[config.mk]
export PLATFORM = sky130hd
export DESIGN_NAME = icr_top
export DESIGN_NICKNAME = d
export VERILOG_FILES = /design/src/rtl/icr_pkg.sv /design/src/rtl/icr_port_decode.sv /design/src/rtl/icr_regfile.sv /design/src/rtl/icr_top.sv
export SDC_FILE = /design/constraint.sdc
export NUM_CORES = 1
export LEC_CHECK = 0
export CAP_MARGIN = 40
export CORE_MARGIN = 10
export CORE_UTILIZATION = 49
export CTS_CLUSTER_SIZE = 24
export DETAILED_ROUTE_END_ITERATION = 8
export GPL_TIMING_DRIVEN = 0
export PLACE_DENSITY_LB_ADDON = 0.08
export SYNTH_ARGS = -nofsm -noshare
export SYNTH_HDL_FRONTEND = slang
export SYNTH_HIERARCHICAL = 1
export SYNTH_SLANG_ARGS = --single-unit
[constraint.sdc]
create_clock -name clk -period 7.5 [get_ports clk]
set_input_delay 1.875 -clock clk [delete_from_list [all_inputs] [get_ports clk]]
set_output_delay 1.875 -clock clk [all_outputs]
set_load 0.05 [all_outputs]
[src/rtl/icr_pkg.sv]
package icr_pkg;

   typedef enum logic [1:0] {
      ACC_NONE    = 2'd0,
      ACC_SELECT  = 2'd1,
      ACC_DATA_RD = 2'd2,
      ACC_DATA_WR = 2'd3
   } acc_e;

   localparam logic [7:0] NO_DATA = 8'hFF;

   function automatic logic [31:0] base_of(input logic [1:0] sel);
      return {sel, 30'd0};
   endfunction

endpackage

[src/rtl/icr_port_decode.sv]
module icr_port_decode
   import icr_pkg::*;
#(
   parameter int ADDR_W    = 16,
   parameter int SEL_PORT  = 'h22,
   parameter int DATA_PORT = 'h23
) (
   input  logic              clk,
   input  logic              rst_n,
   input  logic [ADDR_W-1:0] io_addr,
   input  logic              io_wr,
   input  logic              io_rd,
   input  logic [7:0]        io_wdata,
   output acc_e              acc,
   output logic [7:0]        sel_q,
   output logic              sel_ok
);

   localparam logic [ADDR_W-1:0] SEL_A  = ADDR_W'(SEL_PORT);
   localparam logic [ADDR_W-1:0] DATA_A = ADDR_W'(DATA_PORT);

   // a write strobe takes precedence over a read strobe in the same cycle
   always_comb begin
      acc = ACC_NONE;
      if (io_wr && io_addr == SEL_A)
         acc = ACC_SELECT;
      else if (io_wr && io_addr == DATA_A)
         acc = ACC_DATA_WR;
      else if (io_rd && io_addr == DATA_A)
         acc = ACC_DATA_RD;
   end

   always_ff @(posedge clk) begin
      if (!rst_n) begin
         sel_q  <= 8'h00;
         sel_ok <= 1'b0;
      end else begin
         unique case (acc)
            ACC_SELECT: begin
               sel_q  <= io_wdata;
               sel_ok <= 1'b1;
            end
            ACC_DATA_RD,
            ACC_DATA_WR: sel_ok <= 1'b0;
            default: ;
         endcase
      end
   end

endmodule

[src/rtl/icr_regfile.sv]
module icr_regfile
   import icr_pkg::*;
#(
   parameter int NUM_HID  = 4,
   parameter int HID_BASE = 'hB8,
   parameter int CTRL_IDX = 'hC3,
   parameter int MAP_BIT  = 4
) (
   input  logic                 clk,
   input  logic                 rst_n,
   input  logic                 wr_en,
   input  logic [7:0]           sel,
   input  logic                 sel_ok,
   input  logic [7:0]           wdata,
   output logic [7:0]           ctrl_q,
   output logic [NUM_HID*8-1:0] hid_flat,
   output logic [7:0]           rd_val
);

   localparam logic [7:0] CTRL_I = 8'(CTRL_IDX);

   logic       map_en;
   logic       ctrl_hit;
   logic [7:0] hid_q [NUM_HID];

   assign map_en   = ctrl_q[MAP_BIT];
   assign ctrl_hit = sel_ok && (sel == CTRL_I);

   always_ff @(posedge clk) begin
      if (!rst_n)
         ctrl_q <= 8'h00;
      else if (wr_en && ctrl_hit)
         ctrl_q <= wdata;
   end

   for (genvar k = 0; k < NUM_HID; k++) begin : g_slot
      localparam logic [7:0] SLOT_I = 8'(HID_BASE + k);
      logic hit;
      assign hit = sel_ok && map_en && (sel == SLOT_I);

      always_ff @(posedge clk) begin
         if (!rst_n)
            hid_q[k] <= 8'h00;
         else if (wr_en && hit)
            hid_q[k] <= wdata;
      end

      assign hid_flat[k*8 +: 8] = hid_q[k];
   end

   always_comb begin
      rd_val = NO_DATA;
      if (ctrl_hit)
         rd_val = ctrl_q;
      else if (sel_ok && map_en)
         for (int k = 0; k < NUM_HID; k++)
            if (sel == 8'(HID_BASE + k))
               rd_val = hid_q[k];
   end

endmodule

[src/rtl/icr_top.sv]
module icr_top
   import icr_pkg::*;
#(
   parameter int ADDR_W    = 16,
   parameter int SEL_PORT  = 'h22,
   parameter int DATA_PORT = 'h23,
   parameter int NUM_HID   = 4,
   parameter int HID_BASE  = 'hB8,
   parameter int CTRL_IDX  = 'hC3,
   parameter int MAP_BIT   = 4,
   parameter int BASE_SLOT = 0
) (
   input  logic                 clk,
   input  logic                 rst_n,
   input  logic [ADDR_W-1:0]    io_addr,
   input  logic                 io_wr,
   input  logic                 io_rd,
   input  logic [7:0]           io_wdata,
   output logic [7:0]           io_rdata,
   output logic [7:0]           ctrl_reg,
   output logic [NUM_HID*8-1:0] cfg_regs,
   output logic [31:0]          mem_base
);

   if (NUM_HID < 1 || HID_BASE + NUM_HID > 256) begin : g_bad_range
      $error("hidden register range does not fit an 8-bit index");
   end
   if (CTRL_IDX >= HID_BASE && CTRL_IDX < HID_BASE + NUM_HID) begin : g_bad_ctrl
      $error("control index overlaps the hidden range");
   end
   if (MAP_BIT < 0 || MAP_BIT > 7) begin : g_bad_bit
      $error("window bit outside the control byte");
   end
   if (BASE_SLOT < 0 || BASE_SLOT >= NUM_HID) begin : g_bad_base
      $error("base slot outside the hidden range");
   end
   if (SEL_PORT == DATA_PORT || ADDR_W < 8) begin : g_bad_port
      $error("port addresses must differ and fit the address width");
   end

   acc_e       acc;
   logic [7:0] sel_q;
   logic       sel_ok;
   logic [7:0] rd_val;
   logic [7:0] rdata_q;

   icr_port_decode #(
      .ADDR_W   (ADDR_W),
      .SEL_PORT (SEL_PORT),
      .DATA_PORT(DATA_PORT)
   ) u_dec (
      .clk     (clk),
      .rst_n   (rst_n),
      .io_addr (io_addr),
      .io_wr   (io_wr),
      .io_rd   (io_rd),
      .io_wdata(io_wdata),
      .acc     (acc),
      .sel_q   (sel_q),
      .sel_ok  (sel_ok)
   );

   icr_regfile #(
      .NUM_HID (NUM_HID),
      .HID_BASE(HID_BASE),
      .CTRL_IDX(CTRL_IDX),
      .MAP_BIT (MAP_BIT)
   ) u_rf (
      .clk     (clk),
      .rst_n   (rst_n),
      .wr_en   (acc == ACC_DATA_WR),
      .sel     (sel_q),
      .sel_ok  (sel_ok),
      .wdata   (io_wdata),
      .ctrl_q  (ctrl_reg),
      .hid_flat(cfg_regs),
      .rd_val  (rd_val)
   );

   always_ff @(posedge clk) begin
      if (!rst_n)
         rdata_q <= 8'h00;
      else if (acc == ACC_DATA_RD)
         rdata_q <= rd_val;
   end

   assign io_rdata = rdata_q;
   assign mem_base = base_of(cfg_regs[BASE_SLOT*8 +: 2]);

endmodule

==> results.yml, run 1 <==
clock_tree:
  clock_path_buffers: 2
  htree_levels: 3
  clock_latency_ns: 0.34
  cts_tree: "built"
  cts.sinks: 57
  postCtsHoldBufs: 0
  cts_setup_buffers: 0
  clkSlewWorstSetupHoldPaths_ns: 0.06
  cts.root.buffer_cell: "clkbuf_8"
  cts_buffers: 9
  ctsResizeCount: 0
setup_path:
  crit_required_ns: 7.54
  path_cells: "clkdlybuf4s50_1 > nor4_4 > nand4_1 > nor3_1 > and2_1 > nand3_1 > or4_1 > buf_2 > o21ai_0 > buf_2"
  arrival_ns: 4.98
  critPathMostFrequentCell: "buf_2"
  critPathKind: "in -> reg"
  crit_path_end_kind: "flip-flop"
  cp_num_buf_inv: 3
  cp_slowest_stage_delay_ns: 0.46
  crit_cells: 10
  reg2reg_depth: 5
  startpoint_type: "input pin"
  path_max_fanout: 10
  critPathTopFamily: "simple AND/OR/NAND/NOR gates"
  worst_path_max_delay_cell: "or4_1"
yosys:
  netlist_area_um2: 3060
  synth-compound-area-share_pct: 7.43
  synth_top_family_by_area: "simple AND/OR/NAND/NOR gates"
  synth-simple-area-share_pct: 23.9
  synthTopCellsByCount: "nand2_1, buf_4, edfxtp_1"
  synthAdderAreaFrac_pct: 0
  yosysTopAreaCell: "edfxtp_1"
  muxShareOfSynthArea_pct: 8.09
  async_flop_share_pct: 0
  synth_area_per_cell_um2: 9.88
  synth_cell_type_count: 38
  synth_xor_area_share_pct: 0
  synth_edf_count: 32
  synth_most_common_cell: "nand2_1"
  synthTopCellsByArea: "edfxtp_1, dfxtp_1, buf_4, mux2i_1, nand2_1"
  synth_top_area_share_pct: 31.4
  yosys_warnings: 6
  synth_ff_type: "edfxtp_1"
  synthCells: 310
  yosysSeqAreaShare_pct: 47.7
  ys_ff_latch: 57
power:
  worst_ir_drop_vdd_mv: 0.139
  p_per_area_nw_per_um2: 178
  p_leak_nw: 1.65
floorplanning:
  die_area_um2: 9810
  start_util_pct: 51.1
  rows: 28
  pin_count: 108
  coreArea_um2: 5990
  fp.dieW_um: 99.1
  fp.dieH_um: 99.1
grt:
  globalRouteMet2Util_pct: 27.8
  antenna_found_initial: 0
  grt_usage_pct: 18.3
  grt_busiest_layer: "met2"
  grt_pass1_wl_mm: 14.3
  grt_max_degree: 11
  gr-total-overflow: 0
  grt_use_met3_pct: 9.08
  grt_pass1_vias: 2652
  use_met1_pct: 22.2
drt:
  drc_errors: 0
  drt_iter0_drc: 161
  final_antenna_net_count: 0
  first_pass_iters: 6
  post_drt_wl_per_cell_um: 17.5
  viasPerCell: 5.22
  vias: 2683
  totalWireLength_mm: 9.01
timing:
  tns_ns: 0
  tightest_slew_ns: 0.676
  final.min_clock_period_ns: 4.93
  fin_crit_sh_pct: 65.8
  hold_violations: 0
  max_freq_mhz: 203
  rsz0062_at_grt: "false"
  maxSlewHeadroom_pct: 54.6
  timing.final.ws_setup_ns: 2.57
  setup_violations: 0
  clock_skew_ns: 0.00537
  slew_viol_final: 0
placement:
  routabilityCongestion: 0.867
  dp_hpwl_mm: 6.98
  post_dp_cell_area_um2: 4080
  io_buffer_count: 77
  place_ws_ns: 2.23
layout:
  final_nets: 462
  drive_above_1_share_pct: 17.1
  postLayoutCellArea_um2: 4270
  antenna_cells: 0
  area_delta_synth_final_pct: 39.5
worst_hold_path:
  worstHoldPathType: "reg -> reg"
  whs_path_depth: 2
outcome:
  status: "completed"
flow_run:
  maxCapViolCount: 0
[area by class of cell]
| type | count | area [um2] |
|---|---|---|
| Buffer | 49 | 337 |
| Multi-Input combinational cell | 219 | 1330 |
| Sequential cell | 57 | 1460 |
| Clock inverter | 2 | 10.0 |
| Clock buffer | 14 | 183 |
| Timing Repair Buffer | 84 | 808 |
| Tap cell | 75 | 93.8 |
| Fill cell | 455 | 1720 |
| Inverter | 14 | 52.6 |
[power by group]
group / switching (W) / internal, W / total [W]
Sequential: 0.00000604 / 0.000338 / 0.000344
Clock: 0.000119 / 0.000155 / 0.000274
Combinational: 0.0000967 / 0.0000467 / 0.000143
[worst min-delay path, delay by kind of cell (launching register included)]
kind | cells | cell delay [ns]
and+or+nand+nor | 1 | 0.05
muxes | 1 | 0.05
DFF | 1 | 0.31
[placed cells by master (no fill, tap or decap), drive strengths merged, types with 11 or more instances in the layout]
master         netlist  routed
conb                 1      30
and2                19      19
nand3               11      11
nor4                14      14
clkbuf               8      23
buf                 41      47
nor3                11      11
inv                 13      13
dfxtp               25      25
clkdlybuf4s50        0      77
nand2               38      38
edfxtp              32      32
mux2i               18      18
o21ai               14      14
[sequential cells by signal, indices dropped and copies added, names as in the netlist]
signal and cells:
io_rdata 8, u_dec/sel_ok 1, u_dec/sel_q 8, u_rf/ctrl_q 8, u_rf/hid_q 32
[cells by family (layout without fill, tap and decap cells)]
family	count (synthesis)	count (layout)
simple gates	127	127
buf+inv	63	163
flops	57	57
compound gates	38	38
mux	24	24
other cells	1	30
[metrics by stage]
stage	utilization, %	power [W]	cells	hold WS, ns
after floorplan	-	0.000445	339	0.450
after global placement	67.4	0.000491	491	0.442
after detailed placement	68.0	0.000493	497	0.448
after CTS	71.3	0.000767	513	0.462
after global routing	71.3	0.000789	514	0.474
final	71.3	0.000762	514	0.457
[layer usage]
layer / share of wire [%] / routed length [um]
met5: 0 / 0
met2: 45 / 4080
met1: 40 / 3590
met4: 1.7 / 151
met3: 13 / 1190
[final timing paths]
path                                    start                             end  slack [ns]
setup / recovery                   io_addr[6]  u_rf/hid_q[0][5]$_SDFFCE_PN0P_        2.57
hold / removal       io_rdata[6]$_SDFFE_PN0N_        io_rdata[6]$_SDFFE_PN0N_        0.46
setup reg to reg  u_dec/sel_q[6]$_SDFFE_PN0N_  u_rf/hid_q[0][5]$_SDFFCE_PN0P_        5.01
hold reg to reg      io_rdata[6]$_SDFFE_PN0N_        io_rdata[6]$_SDFFE_PN0N_        0.46
Note: power is estimated with default switching activity, not from simulation.
==> run 2: changes to the inputs <==
--- a/config.mk
+++ b/config.mk
@@ -7,7 +7,7 @@
 export LEC_CHECK = 0
 export CAP_MARGIN = 40
 export CORE_MARGIN = 10
-export CORE_UTILIZATION = 49
+export CORE_UTILIZATION = 41
 export CTS_CLUSTER_SIZE = 24
 export DETAILED_ROUTE_END_ITERATION = 8
 export GPL_TIMING_DRIVEN = 0
==> constraint.sdc (replaced) <==
create_clock -name clk -period 4.1 [get_ports clk]
set_input_delay 1.025 -clock clk [delete_from_list [all_inputs] [get_ports clk]]
set_output_delay 1.025 -clock clk [all_outputs]
set_load 0.05 [all_outputs]
==> results.yml, run 2 (synthesis gave the netlist of run 1 again) <==
setup_path:
  critPathKind: "in -> reg"
  reg2reg_depth: 5
  r2r-start: "u_dec/sel_q[6]$_SDFFE_PN0N_"
  arrival_ns: 3.88
  startpoint_type: "input pin"
  crit_path_end_kind: "flip-flop"
  crit_required_ns: 4.14
  r2r-end: "u_rf/hid_q[0][10]$_SDFFCE_PN0P_"
  r2r_setup_slack_ns: 1.77
  path_max_fanout: 10
timing:
  hold_slack_ns: 0.460
  final.min_clock_period_ns: 3.84
  clock_skew_ns: 0.00640
  maxSlewHeadroom_pct: 37.5
  rsz0062_at_grt: "false"
  tightest_slew_ns: 0.929
  fin_crit_sh_pct: 93.7
  timing.final.ws_setup_ns: 0.258
  max_freq_mhz: 260
  setup_violations: 0
  slew_viol_final: 0
  hold_violations: 0
power:
  seqPwrFrac_pct: 47.8
  p_per_area_nw_per_um2: 308
  p_leak_nw: 1.63
  comb_power_share_pct: 19.9
  clockPowerShare_pct: 32.3
  worst_ir_drop_vdd_mv: 0.231
  swShare_pct: 30.2
  p_int_w: 0.000920
  p_sw_w: 0.000398
layout:
  final_common_cell: "clkdlybuf4s50_1"
  postLayoutCellArea_um2: 4280
  largest-register: "u_rf/hid_q"
  largest_reg_flops: 32
  final_nets: 462
  antenna_cells: 0
  fill_cells: 651
  drive_above_1_share_pct: 16.9
  final_cell_mix: "clkdlybuf4s50_1, nand2_1, buf_4"
  area_delta_synth_final_pct: 39.7
worst_hold_path:
  worstHoldPathType: "reg -> reg"
  hold_path_end: "io_rdata[2]$_SDFFE_PN0N_"
  whs_path_depth: 2
  hold_start: "io_rdata[2]$_SDFFE_PN0N_"
drt:
  post_drt_wl_per_cell_um: 16.7
  viasPerCell: 4.94
  final_antenna_net_count: 0
  vias: 2658
  drt_iter0_drc: 163
  totalWireLength_mm: 9.00
  drc_errors: 0
  first_pass_iters: 4
floorplanning:
  fp.dieH_um: 106
  start_util_pct: 42.2
  pin_count: 108
  die_area_um2: 11300
  rows: 31
  coreArea_um2: 7250
  fp.dieW_um: 106
clock_tree:
  cts_buffers: 9
  clkSlewWorstSetupHoldPaths_ns: 0.06
  clock_path_buffers: 2
  cts_tree: "built"
  postCtsHoldBufs: 0
  htree_levels: 3
  clock_latency_ns: 0.34
  cts.sinks: 57
  cts.root.buffer_cell: "clkbuf_8"
grt:
  grt_pass1_wl_mm: 13.5
  gr-total-overflow: 0
  grt_max_degree: 11
  grt_usage_pct: 15.3
  antenna_found_initial: 0
  grt_pass1_vias: 2561
placement:
  routabilityCongestion: 0.853
  post_dp_cell_area_um2: 4110
  io_buffer_count: 77
  dp_hpwl_mm: 6.95
  place_ws_ns: -0.502
outcome:
  status: "completed"
flow_run:
  maxCapViolCount: 0
==> run 2: cell types whose count changed in the layout (fill, tap and decap cells not counted) <==
cell             before  now
clkinv_2              2    4
o21ai_1               0    1
clkdlybuf4s18_2       0    1
o21ai_2               0    1
buf_4                34   35
buf_2                10    8
o21ai_0              14   12
clkbuf_8             13    9
clkbuf_1              9   11
==> run 2: routing by layer <==
| layer | track usage, % | vias to the layer above | wire length (um) |
|---|---|---|---|
| met2 | 23.4 | 132 | 4030 |
| met4 | 4.45 | 0 | 112 |
| li1 | - | 1305 | - |
| met3 | 6.82 | 11 | 923 |
| met5 | 0 | - | 0 |
| met1 | 19.0 | 1210 | 3930 |
==> run 2: area by class of cell <==
cell class                      instances  area, um2  area share [%]
Buffer                                 49        337            7.87
Clock buffer                           12        135            3.16
Clock inverter                          4       20.0           0.468
Inverter                               14       52.6            1.23
Multi-Input combinational cell        219       1330            31.1
Sequential cell                        57       1460            34.2
Tap cell                               99        124            2.90
Timing Repair Buffer                   84        816            19.1
==> run 2: what timing repair did <==
item,CTS,global route
pin swaps,0,1
setup endpoints to repair,4,10
gates resized for setup,1,2
buffers inserted,0,1
==> run 2: worst max-delay path by stage <==
stage / from / endpoint / slack (ns)
finish: io_addr[11] / u_rf/hid_q[0][10]$_SDFFCE_PN0P_ / 0.26
global route: io_addr[11] / u_rf/hid_q[0][10]$_SDFFCE_PN0P_ / 0.04
CTS: io_addr[11] / u_rf/hid_q[0][10]$_SDFFCE_PN0P_ / 0.05
detailed placement: io_addr[11] / u_rf/hid_q[0][4]$_SDFFCE_PN0P_ / -0.50
global placement: io_addr[11] / u_rf/hid_q[1][9]$_SDFFCE_PN0P_ / -0.69
floorplan: io_addr[11] / u_rf/hid_q[0][0]$_SDFFCE_PN0P_ / 0.37
==> run 2: power by group through the flow <==
stage	Clock, W	Combinational [W]	Sequential (W)
after floorplan	0	0.000116	0.000699
after global placement	0	0.000257	0.000642
after detailed placement	0	0.000260	0.000642
after CTS	0.000439	0.000261	0.000630
after global routing	0.000457	0.000273	0.000632
final	0.000426	0.000262	0.000630
==> run 2: per-stage QoR <==
stage	cells	power [W]	setup TNS, ns	util [%]
global placement	515	0.000899	-17.07	56.1
finish	538	0.00132	0	59.0
global route	538	0.00136	0	59.0
detailed placement	520	0.000902	-5.13	56.6
CTS	536	0.00133	0	58.8
floorplan	339	0.000814	0	-
==> run 2: critical path, stage by stage <==
cell and delay, ns:
clkdlybuf4s50_1 0.41, nor4_2 0.31, nand4_1 0.27, nor3_1 0.29, and2_1 0.20, nand3_1 0.22
or4_1 0.45, buf_2 0.20, o21ai_1 0.26, buf_2 0.25
==> run 3: changes to the inputs <==
==> constraint.sdc (replaced) <==
create_clock -name clk -period 4.1 [get_ports clk]
set_input_delay 1.025 -clock clk [delete_from_list [all_inputs] [get_ports clk]]
set_output_delay 1.025 -clock clk [all_outputs]
set_load 0.02 [all_outputs]
==> results of run 3 <==
The final DEF is identical to that of run 2. Status: completed.
Main changes from that run: total power 0.00132 W -> 0.00124 W; worst IR drop on VDD 0.231 mV -> 0.221 mV
